<file path="config.mk">
export PLATFORM = sky130hd
export DESIGN_NAME = can_irq_flags
export DESIGN_NICKNAME = d
export VERILOG_FILES = /design/src/rtl/can_irq_pkg.sv /design/src/rtl/can_irq_flagbank.sv /design/src/rtl/can_irq_maskreg.sv /design/src/rtl/can_irq_regif.sv /design/src/rtl/can_irq_flags.sv
export SDC_FILE = /design/constraint.sdc
export NUM_CORES = 1
export LEC_CHECK = 0
export ABC_AREA = 0
export BUFFER_PORTS_ARGS = -buffer_cell sky130_fd_sc_hd__buf_2
export CAP_MARGIN = 20
export CORE_ASPECT_RATIO = 0.5
export CORE_MARGIN = 2
export CORE_UTILIZATION = 55
export DETAILED_ROUTE_END_ITERATION = 6
export PLACE_DENSITY = 0.87
export SLEW_MARGIN = 20
export SYNTH_ARGS = -nofsm -noshare
export SYNTH_HDL_FRONTEND = slang
export SYNTH_SLANG_ARGS = --single-unit
</file>
<file path="constraint.sdc">
create_clock -name clk -period 1.8 [get_ports clk]
set_input_delay 0.27 -clock clk [delete_from_list [all_inputs] [get_ports clk]]
set_output_delay 0.27 -clock clk [all_outputs]
set_load 0.03 [all_outputs]
</file>
<file path="src/rtl/can_irq_pkg.sv">
package can_irq_pkg;
   localparam int REG_W = 16;
   localparam int NREG  = 8;

   typedef enum logic [1:0] {
      ACC_BYTE = 2'd0,
      ACC_WORD = 2'd1,
      ACC_LONG = 2'd2,
      ACC_RSVD = 2'd3
   } acc_size_e;

   // word index = byte address bits [3:1]
   localparam logic [2:0] IX_FLAG   = 3'd0;
   localparam logic [2:0] IX_FMASK  = 3'd1;
   localparam logic [2:0] IX_MBMASK = 3'd2;
   localparam logic [2:0] IX_RXF    = 3'd3;
   localparam logic [2:0] IX_TXF    = 3'd4;
   localparam logic [2:0] IX_CXF    = 3'd5;
   localparam logic [2:0] IX_STAT   = 3'd6;
   localparam logic [2:0] IX_DMA    = 3'd7;

   // flag register bit positions
   localparam int B_RST  = 0;
   localparam int B_WAKE = 1;
   localparam int B_RXS  = 2;
   localparam int B_TXS  = 3;
   localparam int B_CXS  = 4;
   localparam int B_WARN = 5;
   localparam int B_PASS = 6;

   localparam logic [REG_W-1:0] FMASK_DEF = 16'h007E;
endpackage

</file>
<file path="src/rtl/can_irq_flagbank.sv">
// Write-1-to-clear flag bank; a set in the same cycle as a clear wins.
module can_irq_flagbank #(
   parameter int             W       = 4,
   parameter logic [W-1:0]   RST_VAL = '0
) (
   input  logic         clk,
   input  logic         rst_n,
   input  logic         init,
   input  logic [W-1:0] set,
   input  logic [W-1:0] clr,
   output logic [W-1:0] q
);
   generate
      if (W < 1) begin : g_bad_w
         $error("can_irq_flagbank: W must be at least 1");
      end
   endgenerate

   always_ff @(posedge clk or negedge rst_n) begin
      if (!rst_n)    q <= RST_VAL;
      else if (init) q <= RST_VAL;
      else           q <= set | (q & ~clr);
   end
endmodule

</file>
<file path="src/rtl/can_irq_maskreg.sv">
// Byte-lane writable control register with a default value.
module can_irq_maskreg #(
   parameter int           W       = 8,
   parameter logic [W-1:0] RST_VAL = '0
) (
   input  logic         clk,
   input  logic         rst_n,
   input  logic         init,
   input  logic         we,
   input  logic [W-1:0] wdata,
   input  logic [W-1:0] bmask,
   output logic [W-1:0] q
);
   generate
      if (W < 1) begin : g_bad_w
         $error("can_irq_maskreg: W must be at least 1");
      end
   endgenerate

   always_ff @(posedge clk or negedge rst_n) begin
      if (!rst_n)    q <= RST_VAL;
      else if (init) q <= RST_VAL;
      else if (we)   q <= (q & ~bmask) | (wdata & bmask);
   end
endmodule

</file>
<file path="src/rtl/can_irq_regif.sv">
// Register access decode: sizes, byte lanes, write strobes and read mux.
module can_irq_regif
   import can_irq_pkg::*;
#(
   parameter int ADDR_W = 4,
   parameter int NR     = NREG
) (
   input  logic                 bus_sel,
   input  logic                 bus_wr,
   input  logic [1:0]           bus_size,
   input  logic [ADDR_W-1:0]    bus_addr,
   input  logic [REG_W-1:0]     bus_wdata,
   input  logic [NR*REG_W-1:0]  rd_vec,
   output logic [NR-1:0]        wr_hit,
   output logic [REG_W-1:0]     wr_data,
   output logic [REG_W-1:0]     wr_bmask,
   output logic [REG_W-1:0]     bus_rdata
);
   localparam int IX_W = $clog2(NR);

   logic            upper_ok;
   logic            size_ok;
   logic            is_byte;
   logic            acc_ok;
   logic            lane_hi;
   logic [IX_W-1:0] idx;
   logic [REG_W-1:0] word_rd;

   generate
      if (ADDR_W < IX_W + 1) begin : g_bad_aw
         $error("can_irq_regif: ADDR_W too small for the register count");
      end
      if (ADDR_W > IX_W + 1) begin : g_upper
         assign upper_ok = ~|bus_addr[ADDR_W-1:IX_W+1];
      end else begin : g_no_upper
         assign upper_ok = 1'b1;
      end
   endgenerate

   assign is_byte = (bus_size == ACC_BYTE);
   assign size_ok = is_byte || (bus_size == ACC_WORD);
   assign acc_ok  = bus_sel && upper_ok && size_ok;
   assign lane_hi = bus_addr[0];
   assign idx     = bus_addr[IX_W:1];

   assign wr_data  = is_byte ? {2{bus_wdata[7:0]}} : bus_wdata;
   assign wr_bmask = is_byte ? (lane_hi ? 16'hFF00 : 16'h00FF) : 16'hFFFF;

   generate
      for (genvar k = 0; k < NR; k++) begin : g_hit
         assign wr_hit[k] = acc_ok && bus_wr && (idx == IX_W'(k));
      end
   endgenerate

   always_comb begin
      word_rd = rd_vec[int'(idx)*REG_W +: REG_W];
      if (!acc_ok || bus_wr)  bus_rdata = '0;
      else if (!is_byte)      bus_rdata = word_rd;
      else if (lane_hi)       bus_rdata = {8'h00, word_rd[15:8]};
      else                    bus_rdata = {8'h00, word_rd[7:0]};
   end
endmodule

</file>
<file path="src/rtl/can_irq_flags.sv">
module can_irq_flags
   import can_irq_pkg::*;
#(
   parameter int NUM_MBOX = 16,
   parameter int ADDR_W   = 4
) (
   input  logic                clk,
   input  logic                rst_n,
   input  logic                standby,
   input  logic                ctrl_sleep,
   input  logic                ctrl_init,
   input  logic                bus_act_evt,
   input  logic [NUM_MBOX-1:0] rx_evt,
   input  logic [NUM_MBOX-1:0] txd_evt,
   input  logic [NUM_MBOX-1:0] txc_evt,
   input  logic                err_warn_evt,
   input  logic                err_pass_evt,
   input  logic                bus_sel,
   input  logic                bus_wr,
   input  logic [1:0]          bus_size,
   input  logic [ADDR_W-1:0]   bus_addr,
   input  logic [REG_W-1:0]    bus_wdata,
   output logic [REG_W-1:0]    bus_rdata,
   output logic                irq,
   output logic                dma_req
);
   localparam int MB_PAD = REG_W - NUM_MBOX;

   generate
      if (NUM_MBOX < 1 || NUM_MBOX > REG_W) begin : g_bad_mb
         $error("can_irq_flags: NUM_MBOX must be 1..16");
      end
   endgenerate

   logic [NREG-1:0]        wr_hit;
   logic [REG_W-1:0]       wr_data, wr_bmask;
   logic [NREG*REG_W-1:0]  rd_vec;

   can_irq_regif #(.ADDR_W(ADDR_W), .NR(NREG)) u_regif (
      .bus_sel  (bus_sel),
      .bus_wr   (bus_wr),
      .bus_size (bus_size),
      .bus_addr (bus_addr),
      .bus_wdata(bus_wdata),
      .rd_vec   (rd_vec),
      .wr_hit   (wr_hit),
      .wr_data  (wr_data),
      .wr_bmask (wr_bmask),
      .bus_rdata(bus_rdata)
   );

   // write-1-to-clear vectors
   logic [REG_W-1:0] clr_main, clr_rx, clr_txd, clr_txc;
   assign clr_main = wr_hit[IX_FLAG] ? (wr_data & wr_bmask) : '0;
   assign clr_rx   = wr_hit[IX_RXF]  ? (wr_data & wr_bmask) : '0;
   assign clr_txd  = wr_hit[IX_TXF]  ? (wr_data & wr_bmask) : '0;
   assign clr_txc  = wr_hit[IX_CXF]  ? (wr_data & wr_bmask) : '0;

   // control registers
   logic [5:0]          fmask_q;
   logic [NUM_MBOX-1:0] mbmask_q;
   logic                dma_en_q;

   can_irq_maskreg #(.W(6), .RST_VAL(FMASK_DEF[6:1])) u_fmask (
      .clk(clk), .rst_n(rst_n), .init(standby),
      .we(wr_hit[IX_FMASK]), .wdata(wr_data[6:1]), .bmask(wr_bmask[6:1]),
      .q(fmask_q)
   );

   can_irq_maskreg #(.W(NUM_MBOX), .RST_VAL({NUM_MBOX{1'b1}})) u_mbmask (
      .clk(clk), .rst_n(rst_n), .init(standby),
      .we(wr_hit[IX_MBMASK]), .wdata(wr_data[NUM_MBOX-1:0]),
      .bmask(wr_bmask[NUM_MBOX-1:0]), .q(mbmask_q)
   );

   can_irq_maskreg #(.W(1), .RST_VAL(1'b0)) u_dma_en (
      .clk(clk), .rst_n(rst_n), .init(standby),
      .we(wr_hit[IX_DMA]), .wdata(wr_data[0]), .bmask(wr_bmask[0]),
      .q(dma_en_q)
   );

   // event flags of the main register: {pass, warn, wake, rst}
   logic [3:0] ev_q, ev_set, ev_clr;
   assign ev_set = {err_pass_evt, err_warn_evt, bus_act_evt & ctrl_sleep, 1'b0};
   assign ev_clr = {clr_main[B_PASS], clr_main[B_WARN], clr_main[B_WAKE], clr_main[B_RST]};

   can_irq_flagbank #(.W(4), .RST_VAL(4'b0001)) u_evflags (
      .clk(clk), .rst_n(rst_n), .init(standby),
      .set(ev_set), .clr(ev_clr), .q(ev_q)
   );

   // per-mailbox flags; masked mailboxes never set, DMA mode steals mailbox 0
   logic [NUM_MBOX-1:0] rx_q, txd_q, txc_q;
   logic [NUM_MBOX-1:0] dma_steal;
   assign dma_steal = NUM_MBOX'(dma_en_q);

   can_irq_flagbank #(.W(NUM_MBOX)) u_rxflags (
      .clk(clk), .rst_n(rst_n), .init(standby),
      .set(rx_evt & ~mbmask_q & ~dma_steal),
      .clr(clr_rx[NUM_MBOX-1:0]), .q(rx_q)
   );

   can_irq_flagbank #(.W(NUM_MBOX)) u_txdflags (
      .clk(clk), .rst_n(rst_n), .init(standby),
      .set(txd_evt & ~mbmask_q),
      .clr(clr_txd[NUM_MBOX-1:0]), .q(txd_q)
   );

   can_irq_flagbank #(.W(NUM_MBOX)) u_txcflags (
      .clk(clk), .rst_n(rst_n), .init(standby),
      .set(txc_evt & ~mbmask_q),
      .clr(clr_txc[NUM_MBOX-1:0]), .q(txc_q)
   );

   // DMA request: one cycle per accepted mailbox-0 reception
   always_ff @(posedge clk or negedge rst_n) begin
      if (!rst_n)       dma_req <= 1'b0;
      else if (standby) dma_req <= 1'b0;
      else              dma_req <= dma_en_q & rx_evt[0];
   end

   // read views
   logic [REG_W-1:0] flag_rd, fmask_rd, mbmask_rd, rx_rd, txd_rd, txc_rd, stat_rd, dma_rd;

   generate
      if (MB_PAD > 0) begin : g_pad
         assign mbmask_rd = {{MB_PAD{1'b0}}, mbmask_q};
         assign rx_rd     = {{MB_PAD{1'b0}}, rx_q};
         assign txd_rd    = {{MB_PAD{1'b0}}, txd_q};
         assign txc_rd    = {{MB_PAD{1'b0}}, txc_q};
      end else begin : g_full
         assign mbmask_rd = mbmask_q;
         assign rx_rd     = rx_q;
         assign txd_rd    = txd_q;
         assign txc_rd    = txc_q;
      end
   endgenerate

   assign flag_rd  = {9'd0, ev_q[3], ev_q[2], |txc_q, |txd_q, |rx_q, ev_q[1], ev_q[0]};
   assign fmask_rd = {9'd0, fmask_q, 1'b0};
   assign stat_rd  = {14'd0, ctrl_sleep, ctrl_sleep | ctrl_init};
   assign dma_rd   = {15'd0, dma_en_q};

   assign rd_vec = {dma_rd, stat_rd, txc_rd, txd_rd, rx_rd, mbmask_rd, fmask_rd, flag_rd};

   // reset flag is unmaskable; bits 1..6 pass through the group mask
   assign irq = ev_q[0] | (|(flag_rd[B_PASS:B_WAKE] & ~fmask_q));

   logic unused_bits;
   assign unused_bits = &{1'b0, wr_hit[IX_STAT], clr_main[15:7], clr_main[4:2],
                          clr_rx, clr_txd, clr_txc, wr_data[15:7], wr_bmask[15:7]};
endmodule

</file>
# Yosys cells after proc, flatten, opt, wreduce, memory -nomap -nowiden
# Index checks and enable logic that the tools add are counted.
# Widths: inputs -> output; s select.
[totals] ff_bits=76 output_inout_bits=18 word_cells=94
[op_classes] eq_ne=7 shift=1 muxes=21 bitwise_logic=36 reduce_logical=21
[op_table] cell="$mux 16" n=13
[op_table] cell="$and 16x16->16" n=9
[op_table] cell="$shiftx 128x8->16" n=1
[op_table] cell="$not 16->16" n=5
[op_table] cell="$or 16x16->16" n=4
[op_table] cell="$reduce_or 16->1" n=3
[op_table] cell="$and 6x6->6" n=3
[op_table] cell="$not 1->16" n=1
[op_table] cell="$mux 6" n=2
[op_table] cell="$not 6->6" n=2
[op_table] cell="$eq 3x3->1 const B" n=3
[op_table] cell="$logic_and 1x1->1" n=9
[op_table] cell="$mux 8" n=1
[op_table] cell="$mux 7" n=1
[op_table] cell="$eq 3x2->1 const B" n=2
[op_table] cell="$or 6x6->6" n=1
[op_table] cell="$reduce_bool 2->1" n=3
[op_table] cell="$reduce_or 6->1" n=1
[op_table] cell="$and 1x1->1" n=4
[op_table] cell="$and 4x4->4" n=1
[op_table] cell="$mux 4" n=1
[op_table] cell="$not 4->4" n=1
[op_table] cell="$or 4x4->4" n=1
[op_table] cell="$eq 3x1->1 const B" n=1
[op_table] cell="8 further kinds" n=13

# Logic depth before layout (Yosys ltp)
# Gate-level depths: netlist (run 1).
[depth] depth_word=10 mapped_depth=7

# Hierarchy
# A second synthesis (run 1) with hierarchy kept.
[hier_totals] cells_unflattened=626 hier_area_um2=5846.9
[modules_own_cells] module="can_irq_flagbank (u_rxflags ...)" instances=3 cells_each=66 area_each_um2=709.4 seq_area_each_um2=400.4
[modules_own_cells] module="can_irq_regif" instances=1 cells_each=205 area_each_um2=1654.1 seq_area_each_um2=0.0
[modules_own_cells] module="can_irq_flags" instances=1 cells_each=132 area_each_um2=839.6 seq_area_each_um2=25.0
[modules_own_cells] module="can_irq_maskreg (u_mbmask)" instances=1 cells_each=52 area_each_um2=725.7 seq_area_each_um2=420.4
[modules_own_cells] module="can_irq_maskreg (u_fmask)" instances=1 cells_each=19 area_each_um2=291.5 seq_area_each_um2=157.7
[modules_own_cells] module="can_irq_flagbank (u_evflags)" instances=1 cells_each=16 area_each_um2=158.9 seq_area_each_um2=101.3
[modules_own_cells] module="can_irq_maskreg (u_dma_en)" instances=1 cells_each=4 area_each_um2=48.8 seq_area_each_um2=25.0

# Least setup slack after synthesis (run 1)
# No wires, ideal clock.
[synth_timing] path_type="input -> output" startpoint="in bus_addr[2]" endpoint="out bus_rdata[0]" arrival_time_ns=2.136 setup_slack_ns=-0.606 cell_stages=5 n_path_buf=2 path_cell_list="buf_4 -> clkbuf_1 -> o21ai_0 -> o221a_2 -> o41ai_1"
[synth_via] elab_chain_cells=4
[synth_lines] item="from (decl)" line_no="can_irq_flags.sv:21" source="input logic [ADDR_W-1:0] bus_addr,"
[synth_lines] item="$shiftx 128x8->16 *" line_no="can_irq_regif.sv:56" source="word_rd = rd_vec[int'(idx)*REG_W +: REG_W];"
[synth_lines] item="$mux 8" line_no="can_irq_regif.sv:59" source="else if (lane_hi) bus_rdata = {8'h00, word_rd[15:8]};"
[synth_lines] item="$mux 16 *" line_no="can_irq_regif.sv:58" source="else if (!is_byte) bus_rdata = word_rd;"
[synth_lines] item="$mux 16 *" line_no="can_irq_regif.sv:57" source="if (!acc_ok || bus_wr) bus_rdata = '0;"
[synth_lines] item="to (decl)" line_no="can_irq_flags.sv:23" source="output logic [REG_W-1:0] bus_rdata,"
# Every way passes the cells marked *; elsewhere a longest branch is shown, timed or not.

# Worst setup path in the final report (run 1)
[layout_timing] startpoint="reg u_txcflags.q[14]" endpoint="out irq"
[layout_via] elab_chain_cells=4
[layout_lines] item="from (decl)" line_no="can_irq_flagbank.sv:11" source="output logic [W-1:0] q"
[layout_lines] item="from (signal assigned)" line_no="can_irq_flagbank.sv:22" source="else q <= set | (q & ~clr);"
[layout_lines] item="$reduce_or 16->1" line_no="can_irq_flags.sv:139" source="assign flag_rd = {9'd0, ev_q[3], ev_q[2], |txc_q, |txd_q, |rx_q, ev_q[1], ev_q[0]};"
[layout_lines] item="$and 6x6->6" line_no="can_irq_flags.sv:147" source="assign irq = ev_q[0] | (|(flag_rd[B_PASS:B_WAKE] & ~fmask_q));"
[layout_lines] item="$reduce_or 6->1" line_no="can_irq_flags.sv:147"
[layout_lines] item="$or 1x1->1" line_no="can_irq_flags.sv:147"
[layout_lines] item="to (decl)" line_no="can_irq_flags.sv:24" source="output logic irq,"
# No other way between the ends.

==> flow_summary.ini, run 1 <==
[sta]
fmax_ghz = 0.430
layout_min_cycle_time_ns = 2.33
setup_violations = 17
hold_viol = 0
slew_violations = 0
rsz0062_at_grt = true
finalWorstSetupSlack_ns = -0.528
fin_tns_setup_ns = -3.68
skew_ns = 0.00807
fin_crit_sh = 1.29
max_slew.worst_pin.slew_ns = 0.632
relSlewSlack = 0.579

[route]
drt_iter0_drc = 1152
drt_pass1_iterations = 7
wire_per_inst_um = 25.3
vias_per_cell = 6.92
routed_wl_um = 19100
ant_nets = 0
routed-via-count = 5235
drc = 7

[synth]
syn-mean-instance-area_um2 = 9.27
yosys_register_bits = 76
synth_nets = 556
syn_area_um2 = 4410
yosysSeqAreaShare = 0.437
synth-main-ff-cell = dfrtp_1
synth_edf_count = 0
synthDistinctLibCells = 45
yosysWarningCount = 0
syn-instance-count = 476
ys_async_sr_fraction = 1.00

[status]
status = finished, violations left
violations = DRC, setup timing

[finish]
layout-drive-gt1-share = 0.432
antennaDiodeCount = 0
syn_to_final_growth_pct = 42.6
utilization = 0.798
fin_area_um2 = 6300
fillers = 440
layout.nets = 719

[min_path]
hp-class = in -> reg
hold_depth = 3
min_from = rx_evt[0]

[grt]
grt-ovfl-total = 0
grt_pass1_vias = 4729
track_usage = 0.387
antenna_found_initial = 0
grt_max_degree = 77
grt_pass1_wl_um = 25100

[place]
place_ws_ns = -0.243
dpl_cell_area_um2 = 5620
port-buffer-count = 97
dpl.hpwl_um = 10800
place_congestion = 0.987

[cts]
clock_path_buffers = 2
cts-root-buf = clkbuf_16
cts_buffers = 9
clock_sinks = 76
cts_tree = built
clk_latency_ns = 0.35
clkTransAtPathRegs_ns = 0.06
h-tree-depth = 3

[worst_setup_path]
r2r_start = u_mbmask.q[7]
cp_data_required_time_ns = 1.53
crit_type = reg -> out
reg2regPathDepth = 4
arrival_ns = 2.06
path_max_fanout = 3
crit_path_end_kind = output pin
critPathLaunch = u_txcflags.q[14]
critPathLaunchType = flop

[die]
rows = 23
io_pins = 98
core_area_um2 = 7890
initial_utilization = 0.560
die_area_um2 = 8800
die_w_um = 131
dieHeight_um = 67.4

[power_and_ir_drop]
seq_power_share = 0.420
power_frac_comb = 0.160
leakage_nw = 2.86
switching_power_w = 0.00116
power_density_nw_per_um2 = 665
internal-power_w = 0.00302
peakVddDrop_uv = 466
p_clk_frac = 0.420
p_sw_frac = 0.278

[job]
drv_cap = 0
power groups by stage:
stage               clock network (W)  registers [W]  logic (W)
floorplan                           0        0.00177   0.000273
global placement                    0        0.00178   0.000549
detailed placement                  0        0.00178   0.000559
CTS                           0.00173        0.00175   0.000598
global route                  0.00182        0.00176   0.000693
finish                        0.00176        0.00176   0.000669
critical path: stages, from the launching register on:
cell     delay (ns)
dfrtp_1        0.43
nor4_2         0.36
buf_4          0.19
nand4_1        0.19
a22oi_2        0.24
nand3_2        0.12
buf_6          0.16
final timing paths:
check                              endpoint  slack [ns]
min in group asynchronous  u_txdflags.q[10]        0.35
hold reg to reg              u_evflags.q[0]        0.54
setup reg to reg            u_txcflags.q[7]        0.69
max in group asynchronous      u_fmask.q[5]        0.74
hold / removal                      dma_req        0.14
setup / recovery                        irq       -0.53
cells in the mapped netlist (2+ instances only):
library cell	n	share of area
clkbuf_1	16	0.014
or2_2	3	0.0043
nand3_1	3	0.0034
a221o_1	8	0.018
a22oi_1	9	0.015
nand2b_1	47	0.067
o22a_1	7	0.014
mux2_2	2	0.0051
a221oi_1	4	0.0079
a21o_1	3	0.0051
nor2b_1	8	0.011
buf_2	7	0.0079
inv_1	24	0.020
or3b_2	2	0.0040
mux2i_1	28	0.063
dfstp_2	23	0.14
nor4_1	12	0.017
o21ai_0	55	0.062
nand2_1	15	0.013
nor2_1	27	0.023
and3_1	8	0.011
mux4_2	2	0.010
a211oi_1	2	0.0034
o22ai_1	3	0.0043
nand4_1	8	0.011
buf_6	4	0.010
dfrtp_1	53	0.30
buf_4	5	0.0085
nor3_1	2	0.0023
a21oi_1	58	0.066
a211o_1	14	0.028
cell usage in the layout, fill, tap and decap left out, types with 15 or more instances in the layout:
master	count
o21ai_0	51
nand2b_1	47
a21oi_1	52
inv_1	24
buf_6	27
buf_2	79
dfrtp_1	50
dfstp_2	23
buf_4	70
nand2_1	15
mux2i_1	24
nor2_1	19
routing by layer:
layer | part of all wire | track usage | routed length [um]
met5 | 0 | 0 | 0
met4 | 0.087 | 0.219 | 1660
met3 | 0.15 | 0.129 | 2800
met2 | 0.42 | 0.591 | 7970
met1 | 0.35 | 0.491 | 6660
metrics by stage:
step | power [W] | std cells | hold WS [ns]
finish | 0.00418 | 756 | 0.138
global route | 0.00427 | 756 | 0.163
CTS | 0.00408 | 750 | 0.136
detailed placement | 0.00234 | 727 | 0.177
global placement | 0.00233 | 727 | 0.174
floorplan | 0.00205 | 476 | -0.0256
what timing repair did:
item                                    CTS  global route
hold buffers                              1             0
pin swaps                                31            20
resized for setup                        60            24
endpoints found under the setup margin   17            17
buffers inserted                         10             9
endpoints found under the hold margin     8             0
layout make-up:
type / instances / area (um2) / area share
Sequential cell: 76 / 1930 / 0.307
Inverter: 24 / 90.1 / 0.0143
Multi-Input combinational cell: 344 / 2490 / 0.395
Clock buffer: 12 / 256 / 0.0407
Timing Repair Buffer: 184 / 1360 / 0.216
Tap cell: 112 / 140 / 0.0223
Clock inverter: 4 / 23.8 / 0.00378
sequential cells by signal, indices dropped and copies added (netlist names):
| name | flops |
|---|---|
| u_evflags.q | 4 |
| u_rxflags.q | 16 |
| u_dma_en.q | 1 |
| u_mbmask.q | 16 |
| u_txdflags.q | 16 |
| dma_req | 1 |
| u_fmask.q | 6 |
| u_txcflags.q | 16 |
logic make-up (layout without fill, tap and decap cells):
logic type / after synthesis / after routing / share of synthesized area
muxes: 33 / 33 / 0.0813
buffers and inverters: 56 / 224 / 0.0607
and+or+nand+nor: 143 / 143 / 0.186
AOI/OAI and AO/OA: 168 / 168 / 0.234
DFF: 76 / 76 / 0.437
Power figures use the tool's default switching activity.
==> inputs of run 2 (changes only) <==
--- a/config.mk
+++ b/config.mk
@@ -8,7 +8,7 @@
 export ABC_AREA = 0
 export BUFFER_PORTS_ARGS = -buffer_cell sky130_fd_sc_hd__buf_2
 export CAP_MARGIN = 20
-export CORE_ASPECT_RATIO = 0.5
+export CORE_ASPECT_RATIO = 1.1
 export CORE_MARGIN = 2
 export CORE_UTILIZATION = 55
 export DETAILED_ROUTE_END_ITERATION = 6
==> flow_summary.ini, run 2 (synthesis gave the netlist of run 1 again) <==
[route]
drc = 0
drt_iter0_drc = 449
ant_nets = 0
routed-via-count = 4761
vias_per_cell = 6.22
drt_pass1_iterations = 5
routed_wl_um = 16300
wire_per_inst_um = 21.3

[sta]
slew_violations = 0
fin_tns_setup_ns = -2.50
fin_crit_sh = 1.26
rsz0062_at_grt = true
fmax_ghz = 0.440
finalWorstSetupSlack_ns = -0.475
layout_min_cycle_time_ns = 2.27
hold_viol = 0
setup_violations = 11
relSlewSlack = 0.682
holdWs_ns = 0.134
max_slew.worst_pin.slew_ns = 0.465
skew_ns = 0.00703

[die]
core_area_um2 = 7870
initial_utilization = 0.561
dieHeight_um = 98.0
io_pins = 98
rows = 34
die_w_um = 89.4
die_area_um2 = 8760

[cts]
cts_tree = built
clkTransAtPathRegs_ns = 0.09
h-tree-depth = 3
clk_latency_ns = 0.35
cts-root-buf = clkbuf_8
clock_path_buffers = 2
clock_sinks = 76
cts_buffers = 9

[grt]
grt_max_degree = 77
grt_pass1_wl_um = 25000
antenna_found_initial = 1
track_usage = 0.378
grt-ovfl-total = 0
grt_pass1_vias = 4840

[job]
drv_cap = 0

[worst_setup_path]
crit_path_end_kind = output pin
crit_type = reg -> out
crit_chain = nor4_1 > nand4_1 > a22oi_1 > nand3_1 > buf_6
path_buf_inv = 1
critPathLaunchType = flop
cp_data_required_time_ns = 1.53
slowest_stage = nor4_1
path_max_fanout = 3
slowest_delay_ns = 0.48
critPathTopFamily = simple AND/OR/NAND/NOR gates
arrival_ns = 2.00

[finish]
syn_to_final_growth_pct = 40.1
multi_input_area_um2 = 2420
mostFrequentLayoutCells = buf_4, buf_2, a21oi_1, dfrtp_1, o21ai_0
layout.nets = 731
final_common_cell = buf_4
utilization = 0.786
layout-drive-gt1-share = 0.422
regArea_um2 = 1930
fillers = 511
fin_area_um2 = 6180

[place]
dpl.hpwl_um = 11500
port-buffer-count = 97
dpl_cell_area_um2 = 5670
place_congestion = 0.989

[power_and_ir_drop]
power_density_nw_per_um2 = 605
leakage_nw = 2.84
finalPower_w = 0.00374
peakVddDrop_uv = 465

[status]
status = finished, violations left
violations = setup timing

[min_path]
hp-class = in -> reg
[run 2: worst reg2reg max path: stages (launching register included)]
cell and delay (ns):
dfstp_2 0.38, buf_4 0.13, or3b_2 0.45, a21oi_1 0.16
[run 2: layout make-up]
cell class | instances | share of cell area
Antenna cell | 1 | 0.000405
Sequential cell | 76 | 0.312
Clock buffer | 10 | 0.0223
Inverter | 24 | 0.0146
Clock inverter | 6 | 0.0103
Multi-Input combinational cell | 344 | 0.391
Tap cell | 108 | 0.0219
Timing Repair Buffer | 196 | 0.227
[run 2: where the power goes]
group | internal (W) | switching [W]
logic | 0.000283 | 0.000352
registers | 0.00173 | 0.0000174
clock network | 0.000676 | 0.000679
total | 0.00269 | 0.00105
[run 2: what timing repair did]
| item | CTS | global route |
|---|---|---|
| pin swaps | 15 | 10 |
| gates cloned | 0 | 0 |
| setup endpoints to repair | 17 | 17 |
| resized for setup | 48 | 13 |
| endpoints found under the hold margin | 53 | 0 |
| buffers inserted | 12 | 2 |
| hold buffers | 1 | 0 |
[run 2: metrics by stage]
stage          std cells  worst slack (ns)
6_report             765            -0.475
5_1_grt              765            -0.481
4_1_cts              763            -0.387
3_5_place_dp         736            -0.227
3_3_place_gp         736            -0.178
2_1_floorplan        476           -0.0845
[run 2: worst paths after layout]
check                           slack [ns]             start              to  cells past startpoint
worst max-delay path                 -0.47  u_txcflags.q[11]             irq                      5
worst min-delay path                  0.13         rx_evt[0]         dma_req                      3
worst max register to register        0.61     u_mbmask.q[0]  u_rxflags.q[0]                      3
worst min register to register        0.55    u_evflags.q[0]  u_evflags.q[0]                      2
max in group asynchronous             0.96             rst_n  u_mbmask.q[14]                      3
min in group asynchronous             0.48             rst_n  u_evflags.q[1]                      3
[run 2: per-layer routing]
metal / vias up / GRT usage / wire (um)
li1: 2079 / - / -
met1: 2267 / 0.476 / 6220
met2: 344 / 0.606 / 7890
met3: 71 / 0.0854 / 1460
met4: 0 / 0.179 / 700
met5: - / 0 / 0
